`config.mk`:
```
export PLATFORM = sky130hd
export DESIGN_NAME = ivtimer16
export DESIGN_NICKNAME = d
export VERILOG_FILES = /design/src/rtl/ivt_pkg.sv /design/src/rtl/ivt_regs.sv /design/src/rtl/ivt_core.sv /design/src/rtl/ivt_irq.sv /design/src/rtl/ivtimer16.sv
export SDC_FILE = /design/constraint.sdc
export NUM_CORES = 1
export LEC_CHECK = 0
export BUFFER_PORTS_ARGS = -buffer_cell sky130_fd_sc_hd__buf_2
export CORE_MARGIN = 4
export CORE_UTILIZATION = 50
export CTS_CLUSTER_SIZE = 14
export DETAILED_ROUTE_END_ITERATION = 6
export GPL_TIMING_DRIVEN = 0
export PLACE_DENSITY = 0.71
export SLEW_MARGIN = 30
export SYNTH_ARGS = -nofsm -noshare
export SYNTH_HDL_FRONTEND = slang
export SYNTH_HIERARCHICAL = 1
export SYNTH_SLANG_ARGS = --single-unit
```
`constraint.sdc`:
```
create_clock -name clk -period 5.1 [get_ports clk]
set_input_delay 0.51 -clock clk [delete_from_list [all_inputs] [get_ports clk]]
set_output_delay 0.51 -clock clk [all_outputs]
set_load 0.01 [all_outputs]
```
`src/rtl/ivt_pkg.sv`:
```
package ivt_pkg;

    localparam int CNT_W  = 16;
    localparam int DATA_W = 8;
    localparam int ADDR_W = 8;
    localparam int PRIO_W = 3;

    localparam logic [ADDR_W-1:0] A_CMPLO_L = 8'h90;
    localparam logic [ADDR_W-1:0] A_CMPLO_H = 8'h91;
    localparam logic [ADDR_W-1:0] A_CMPHI_L = 8'h92;
    localparam logic [ADDR_W-1:0] A_CMPHI_H = 8'h93;
    localparam logic [ADDR_W-1:0] A_MODE    = 8'h98;
    localparam logic [ADDR_W-1:0] A_FFCTL   = 8'h99;
    localparam logic [ADDR_W-1:0] A_RUN     = 8'h9E;
    localparam logic [ADDR_W-1:0] A_IRQ     = 8'hE6;

    localparam logic [DATA_W-1:0] FFCTL_FORCE = 8'hC3;
    localparam int FF_INV_HI_BIT = 3;
    localparam int FF_INV_LO_BIT = 2;

    // One interrupt source: pending flag above its priority field
    typedef struct packed {
        logic              flag;
        logic [PRIO_W-1:0] prio;
    } irq_src_t;

    // Shared interrupt byte: high source in upper nibble
    typedef struct packed {
        irq_src_t hi;
        irq_src_t lo;
    } irq_reg_t;

    typedef struct packed {
        logic [CNT_W-1:0] cmp_lo;
        logic [CNT_W-1:0] cmp_hi;
        logic             inv_hi;
        logic             inv_lo;
        logic             run;
    } tmr_cfg_t;

    typedef struct packed {
        logic hit_hi;
        logic hit_lo;
    } tmr_evt_t;

    function automatic logic src_request(irq_src_t s);
        return s.flag && (s.prio != '0);
    endfunction

    function automatic irq_src_t src_update(irq_src_t cur, logic wr,
                                            logic [PRIO_W:0] wbits, logic hit);
        irq_src_t n;
        n = cur;
        if (wr) begin
            n.prio = wbits[PRIO_W-1:0];
            n.flag = cur.flag & wbits[PRIO_W];
        end
        n.flag = n.flag | hit;
        return n;
    endfunction

endpackage

```
`src/rtl/ivt_regs.sv`:
```
module ivt_regs
    import ivt_pkg::*;
(
    input  logic              clk,
    input  logic              rst,
    input  logic              we,
    input  logic [ADDR_W-1:0] addr,
    input  logic [DATA_W-1:0] wdata,
    input  irq_reg_t          irq_q,
    output tmr_cfg_t          cfg,
    output logic [DATA_W-1:0] rdata
);
    localparam int HALF = CNT_W / 2;

    logic [CNT_W-1:0]  cmp_lo_q, cmp_hi_q;
    logic [DATA_W-1:0] mode_q, ffctl_q;
    logic              run_q;

    always_ff @(posedge clk) begin
        if (rst) begin
            cmp_lo_q <= '0;
            cmp_hi_q <= '0;
            mode_q   <= '0;
            ffctl_q  <= '0;
            run_q    <= 1'b0;
        end else if (we) begin
            unique case (addr)
                A_CMPLO_L: cmp_lo_q[HALF-1:0]     <= wdata[HALF-1:0];
                A_CMPLO_H: cmp_lo_q[CNT_W-1:HALF] <= wdata[HALF-1:0];
                A_CMPHI_L: cmp_hi_q[HALF-1:0]     <= wdata[HALF-1:0];
                A_CMPHI_H: cmp_hi_q[CNT_W-1:HALF] <= wdata[HALF-1:0];
                A_MODE:    mode_q  <= wdata;
                A_FFCTL:   ffctl_q <= wdata;
                A_RUN:     run_q   <= wdata[0];
                default: ;
            endcase
        end
    end

    always_comb begin
        cfg.cmp_lo = cmp_lo_q;
        cfg.cmp_hi = cmp_hi_q;
        cfg.inv_hi = ffctl_q[FF_INV_HI_BIT];
        cfg.inv_lo = ffctl_q[FF_INV_LO_BIT];
        cfg.run    = run_q;
    end

    // Compare registers are write-only and fall to the default
    always_comb begin
        unique case (addr)
            A_MODE:  rdata = mode_q;
            A_FFCTL: rdata = ffctl_q | FFCTL_FORCE;
            A_RUN:   rdata = {{(DATA_W-1){1'b0}}, run_q};
            A_IRQ:   rdata = irq_q;
            default: rdata = '0;
        endcase
    end

endmodule

```
`src/rtl/ivt_core.sv`:
```
module ivt_core
    import ivt_pkg::*;
(
    input  logic     clk,
    input  logic     rst,
    input  tmr_cfg_t cfg,
    input  logic     tick_en,
    output tmr_evt_t evt,
    output logic     ff_q
);
    logic [CNT_W-1:0] cnt_q, cnt_nxt;
    logic             step;

    assign step    = cfg.run && tick_en;
    assign cnt_nxt = cnt_q + 1'b1;

    // High compare takes precedence over low on a shared tick
    always_comb begin
        evt.hit_hi = step && (cnt_nxt == cfg.cmp_hi);
        evt.hit_lo = step && !evt.hit_hi && (cnt_nxt == cfg.cmp_lo);
    end

    always_ff @(posedge clk) begin
        if (rst) begin
            cnt_q <= '0;
            ff_q  <= 1'b0;
        end else begin
            if (!cfg.run)
                cnt_q <= '0;
            else if (evt.hit_hi)
                cnt_q <= '0;
            else if (step)
                cnt_q <= cnt_nxt;

            if ((evt.hit_hi && cfg.inv_hi) || (evt.hit_lo && cfg.inv_lo))
                ff_q <= !ff_q;
        end
    end

    AST_IDLE_HOLD: assert property (@(posedge clk) disable iff (rst)
        (cfg.run && !tick_en) |=> $stable(cnt_q));
    AST_HI_CLEARS: assert property (@(posedge clk) disable iff (rst)
        evt.hit_hi |=> (cnt_q == '0));
    AST_LO_ADVANCES: assert property (@(posedge clk) disable iff (rst)
        evt.hit_lo |=> (cnt_q == $past(cnt_q) + 1'b1));
    AST_FF_QUIET: assert property (@(posedge clk) disable iff (rst)
        (!evt.hit_hi && !evt.hit_lo) |=> $stable(ff_q));
    AST_STOP_ZERO: assert property (@(posedge clk) disable iff (rst)
        !cfg.run |=> (cnt_q == '0));

endmodule

```
`src/rtl/ivt_irq.sv`:
```
module ivt_irq
    import ivt_pkg::*;
(
    input  logic              clk,
    input  logic              rst,
    input  logic              we,
    input  logic [ADDR_W-1:0] addr,
    input  logic [DATA_W-1:0] wdata,
    input  tmr_evt_t          evt,
    output irq_reg_t          irq_q,
    output logic              irq_lo,
    output logic              irq_hi
);
    localparam int NIB = PRIO_W + 1;

    logic wr_irq;
    assign wr_irq = we && (addr == A_IRQ);

    always_ff @(posedge clk) begin
        if (rst) begin
            irq_q <= '0;
        end else begin
            irq_q.hi <= src_update(irq_q.hi, wr_irq, wdata[2*NIB-1:NIB], evt.hit_hi);
            irq_q.lo <= src_update(irq_q.lo, wr_irq, wdata[NIB-1:0],     evt.hit_lo);
        end
    end

    assign irq_hi = src_request(irq_q.hi);
    assign irq_lo = src_request(irq_q.lo);

    AST_HI_FLAG_SET: assert property (@(posedge clk) disable iff (rst)
        evt.hit_hi |=> irq_q.hi.flag);
    AST_LO_FLAG_SET: assert property (@(posedge clk) disable iff (rst)
        evt.hit_lo |=> irq_q.lo.flag);
    AST_HI_STICKY: assert property (@(posedge clk) disable iff (rst)
        (irq_q.hi.flag && !wr_irq) |=> irq_q.hi.flag);
    AST_LO_STICKY: assert property (@(posedge clk) disable iff (rst)
        (irq_q.lo.flag && !wr_irq) |=> irq_q.lo.flag);

endmodule

```
`src/rtl/ivtimer16.sv`:
```
module ivtimer16
    import ivt_pkg::*;
(
    input  logic              clk,
    input  logic              rst,
    input  logic              bus_we,
    input  logic [ADDR_W-1:0] bus_addr,
    input  logic [DATA_W-1:0] bus_wdata,
    output logic [DATA_W-1:0] bus_rdata,
    input  logic              tick_en,
    output logic              tmr_ff,
    output logic              irq_lo,
    output logic              irq_hi
);
    tmr_cfg_t cfg;
    tmr_evt_t evt;
    irq_reg_t irq_q;

    ivt_regs u_regs (
        .clk   (clk),
        .rst   (rst),
        .we    (bus_we),
        .addr  (bus_addr),
        .wdata (bus_wdata),
        .irq_q (irq_q),
        .cfg   (cfg),
        .rdata (bus_rdata)
    );

    ivt_core u_core (
        .clk     (clk),
        .rst     (rst),
        .cfg     (cfg),
        .tick_en (tick_en),
        .evt     (evt),
        .ff_q    (tmr_ff)
    );

    ivt_irq u_irq (
        .clk    (clk),
        .rst    (rst),
        .we     (bus_we),
        .addr   (bus_addr),
        .wdata  (bus_wdata),
        .evt    (evt),
        .irq_q  (irq_q),
        .irq_lo (irq_lo),
        .irq_hi (irq_hi)
    );

endmodule

```
# Word-level counts from Yosys, hierarchy flattened
# Index checks and enable logic that the tools add are counted.
# word_totals
reg_bits,72
output_inout_bits,11
in_bits,20
# classes
mux,5
eq_ne,10
reduce_logical,23
bitwise_logic,5
addsub,1
# ops
cell,count
"8-bit == test, second input constant",8
16-bit == test,2
8-bit one-hot mux with 4 select lines,1
"16-bit by 1-bit adder with 16-bit output, second input constant",1
4-bit 2-to-1 mux,4
2-bit AND reduction,7
1-bit logical AND,9
3-bit nonzero test,2
3-bit OR reduction,1
1-bit AND,2
1-bit zero test,2
1-bit OR,2
2-bit nonzero test,1
1-bit logical OR,1
1-bit NOT,1

# Depth between registers and ports, before layout
# logic_depth
ltp_word,8
ltp_mapped,12
depth_no_buf,9

# Hierarchy
# Netlist, hierarchy kept.
# by_module_without_submodules
mod,area_each_um2,instances,cells_per_inst
ivt_regs,2075.7,1,196
ivt_core,1910.6,1,216
ivt_irq,394.1,1,39

# Worst setup path after synthesis
# Ideal clock, no wire load.
# synth_timing
kind,register -> register
from,register u_core.cnt_q[0]
to,register u_core.cnt_q[8]
slack_ps,2719
period_less_slack_ps,2381
path_stages_with_launch,13
arrival_ps,2320
path_cell_list,dfxtp_1 > buf_2 > nand4_1 > buf_6 > nor4_2 > xnor3_1 > and4_4 > o2111ai_2 > nor2_2 > or3b_1 > buf_6 > buf_8 > nor2_2
# synth_lines
item,line_no,rtl
"start, declared",ivt_core.sv:11,"logic [CNT_W-1:0] cnt_q, cnt_nxt;"
"start signal, assigned",ivt_core.sv:33,cnt_q <= cnt_nxt;

==> impl_metrics.ini <==
[run]
drv_cap = 0

[worst_setup_path]
cp_top_family = simple AND/OR/NAND/NOR gates
crit_slowest_cell = dfxtp_1
arrival_ns = 3.13
cp.depth = 11
path_cells = ha_1 > and3_1 > nand3_1 > xnor2_1 > a222oi_1 > o2111ai_2 > nor2_2 > or3b_1 > buf_6 > buf_8 > nor2_4
cp-start-kind = flop
cp_max_fo = 10
crit_required_ns = 5.33
reg2regPathDepth = 11
path_buf_inv = 2
crit_path_end_kind = flop
slowest_delay_ns = 0.42
worstSetupPathType = flop to flop

[clock_tree]
insertion_delay_ns = 0.34
post_cts_buffers = 0
cts_tree = yes
cts_buffer_depth = 2
cts-root-buf = clkbuf_8
cts_sinks = 70
cts.clk_slew.worst_paths_ns = 0.08
numCtsBuffers = 9
htree_num_levels = 3
cts.hold.buffers_added = 0
cts_resized = 0

[finish]
final_cell_area_um2 = 4870
mostFrequentLayoutCells = 70 x dfxtp_1, 66 x nand2b_1, 52 x mux2i_1
area_growth_pct = 11.17
final_common_cell = dfxtp_1
final_util_pct = 58.10
drive_gt1_share_pct = 20.32
fin_cells = 602
antennaDiodeCount = 0
fin_nets = 513

[yosys]
yosys-top-cells-area = dfxtp_1 32%, mux2i_1 12%, nand2b_1 9.4%
avgSynthCellArea_um2 = 9.713
synth_top_area_share_pct = 31.99
async_reset_ff_share_pct = 0
yosys.area.top_type = dfxtp_1
synth_edf_count = 0
ys_seq_area_share_pct = 31.99
synth-main-ff-cell = dfxtp_1
synth_nets = 472
yosysWarnings = 6
ys_ff_latch = 70
synth_cells = 451
synthDistinctLibCells = 69
syn_area_um2 = 4380

[timing]
finalMaxSlewViolations = 0
relSlewSlack_pct = 41.15
skew_ns = 0.01188
setup_viol = 0
finalHoldViolCount = 0
rsz0062_at_grt = false
tightest_slew_ns = 0.8754
fmax_mhz = 345.6
finalCriticalPeriod_ns = 2.894
min_period_over_period_pct = 56.74
tns_ns = 0

[die]
pin_count = 31
dieArea_um2 = 10320
start_util_pct = 52.26
fp.dieW_um = 101.6
die_h_um = 101.6
coreArea_um2 = 8382
row_count = 33

[routing]
drt_iter0_drc = 114
ant_nets = 0
wire_per_inst_um = 17.39
drtPass1Iterations = 4
drc = 0
vias = 3467
via_per_inst = 5.759
routed_wirelength_mm = 10.47

[hold_path]
hold_class = primary input to flop
hold_path_depth = 3

[global_route]
grt_max_degree = 16
grt_overflow = 0
grt_use_total_pct = 21.27
grt_first_pass_wirelength_mm = 17.23
grt_pass1_vias = 3360
antenna_found_initial = 0

[place]
gp_congestion = 0.8439
placed_cell_area_um2 = 4662
placedCellCount = 586
io_buffers = 30
hpwl_mm = 7.843

[power_and_ir_drop]
ir_worst_vdd_mv = 0.1481
power.leakage_nw = 1.951
powerDensity_nw_per_um2 = 219.3
power_mw = 1.068

[status]
outcome = finished clean
## sequential cells by signal (all words and copies together), names as in the netlist
name	flops
u_core/ff_q	1
u_core/cnt_q	16
u_regs/run_q	1
u_regs/mode_q	8
u_regs/cmp_lo_q	16
u_regs/ffctl_q	4
u_irq/irq_q	8
u_regs/cmp_hi_q	16
## per-layer routing
layer / vias up / GRT usage (%) / part of all wire [%]
li1: 1668 / - / -
met3: 16 / 3.650 / 4.7
met2: 97 / 35.36 / 47
met5: - / 0 / 0
met1: 1686 / 28.57 / 46
met4: 0 / 5.624 / 1.8
## final timing paths
| kind | startpoint | end | slack [ns] |
|---|---|---|---|
| worst max-delay path | u_core/cnt_q[1]$_SDFFE_PP0P_ | u_core/cnt_q[0]$_SDFFE_PP0P_ | 2.21 |
| worst min-delay path | bus_wdata[6] | u_irq/irq_q[6]$_SDFFE_PP0P_ | 0.42 |
| worst max register to register | u_core/cnt_q[1]$_SDFFE_PP0P_ | u_core/cnt_q[0]$_SDFFE_PP0P_ | 2.21 |
| worst min register to register | u_regs/ffctl_q[4]$_SDFFE_PP0P_ | u_regs/ffctl_q[4]$_SDFFE_PP0P_ | 0.48 |
## kinds of logic after synthesis
group | Yosys count | share of synthesized area (%)
and+or+nand+nor | 190 | 29.62
buffers and inverters | 41 | 6.055
DFF | 70 | 31.99
AOI/OAI and AO/OA | 41 | 7.712
adders and majority gates | 1 | 0.2856
xor gates and xnor gates | 56 | 12.45
muxes | 52 | 11.88
## area by class of cell
| type | count | area (um2) |
|---|---|---|
| Tap cell | 105 | 131.4 |
| Clock inverter | 6 | 70.07 |
| Sequential cell | 70 | 1401 |
| Fill cell | 746 | 3512 |
| Buffer | 34 | 239.0 |
| Multi-Input combinational cell | 340 | 2714 |
| Timing Repair Buffer | 30 | 150.1 |
| Inverter | 7 | 26.28 |
| Clock buffer | 10 | 137.6 |
## Yosys cell counts (3+ instances only)
cell type,n
a21oi_1,5
nor3_1,5
xor2_1,16
buf_2,5
xnor3_1,4
buf_6,9
nor4_1,3
nand4_1,5
nand3_1,14
nand2b_1,66
nand4b_1,4
nor2_4,9
mux2i_1,52
or3_1,4
a221o_1,7
nand2_1,11
nor2_1,24
clkbuf_1,11
xnor2_1,36
nor3b_1,3
a31oi_1,3
o21ai_0,3
and2_1,3
nor4_2,3
buf_4,7
and4_1,4
inv_1,6
or3b_2,3
dfxtp_1,70
and3_1,6
## power breakdown
part	switching, mW	total (mW)	internal (mW)
Combinational	0.0295	0.0515	0.0220
Clock	0.228	0.470	0.242
Sequential	0.000428	0.547	0.546
Total	0.258	1.07	0.810
## worst min-delay path: cells and delay by family
family	cells	cell delay, ns
multiplexers	1	0.06
AND/OR/NAND/NOR	1	0.06
buffers and inverters	1	0.10
## metrics by stage
stage	hold WS (ns)	setup slack, ns
2_1_floorplan	0.4482	2.719
3_3_place_gp	0.4603	2.257
3_5_place_dp	0.4716	2.232
4_1_cts	0.4144	2.209
5_1_grt	0.4250	2.020
6_report	0.4242	2.206
Note: power is estimated with default switching activity, not from simulation.
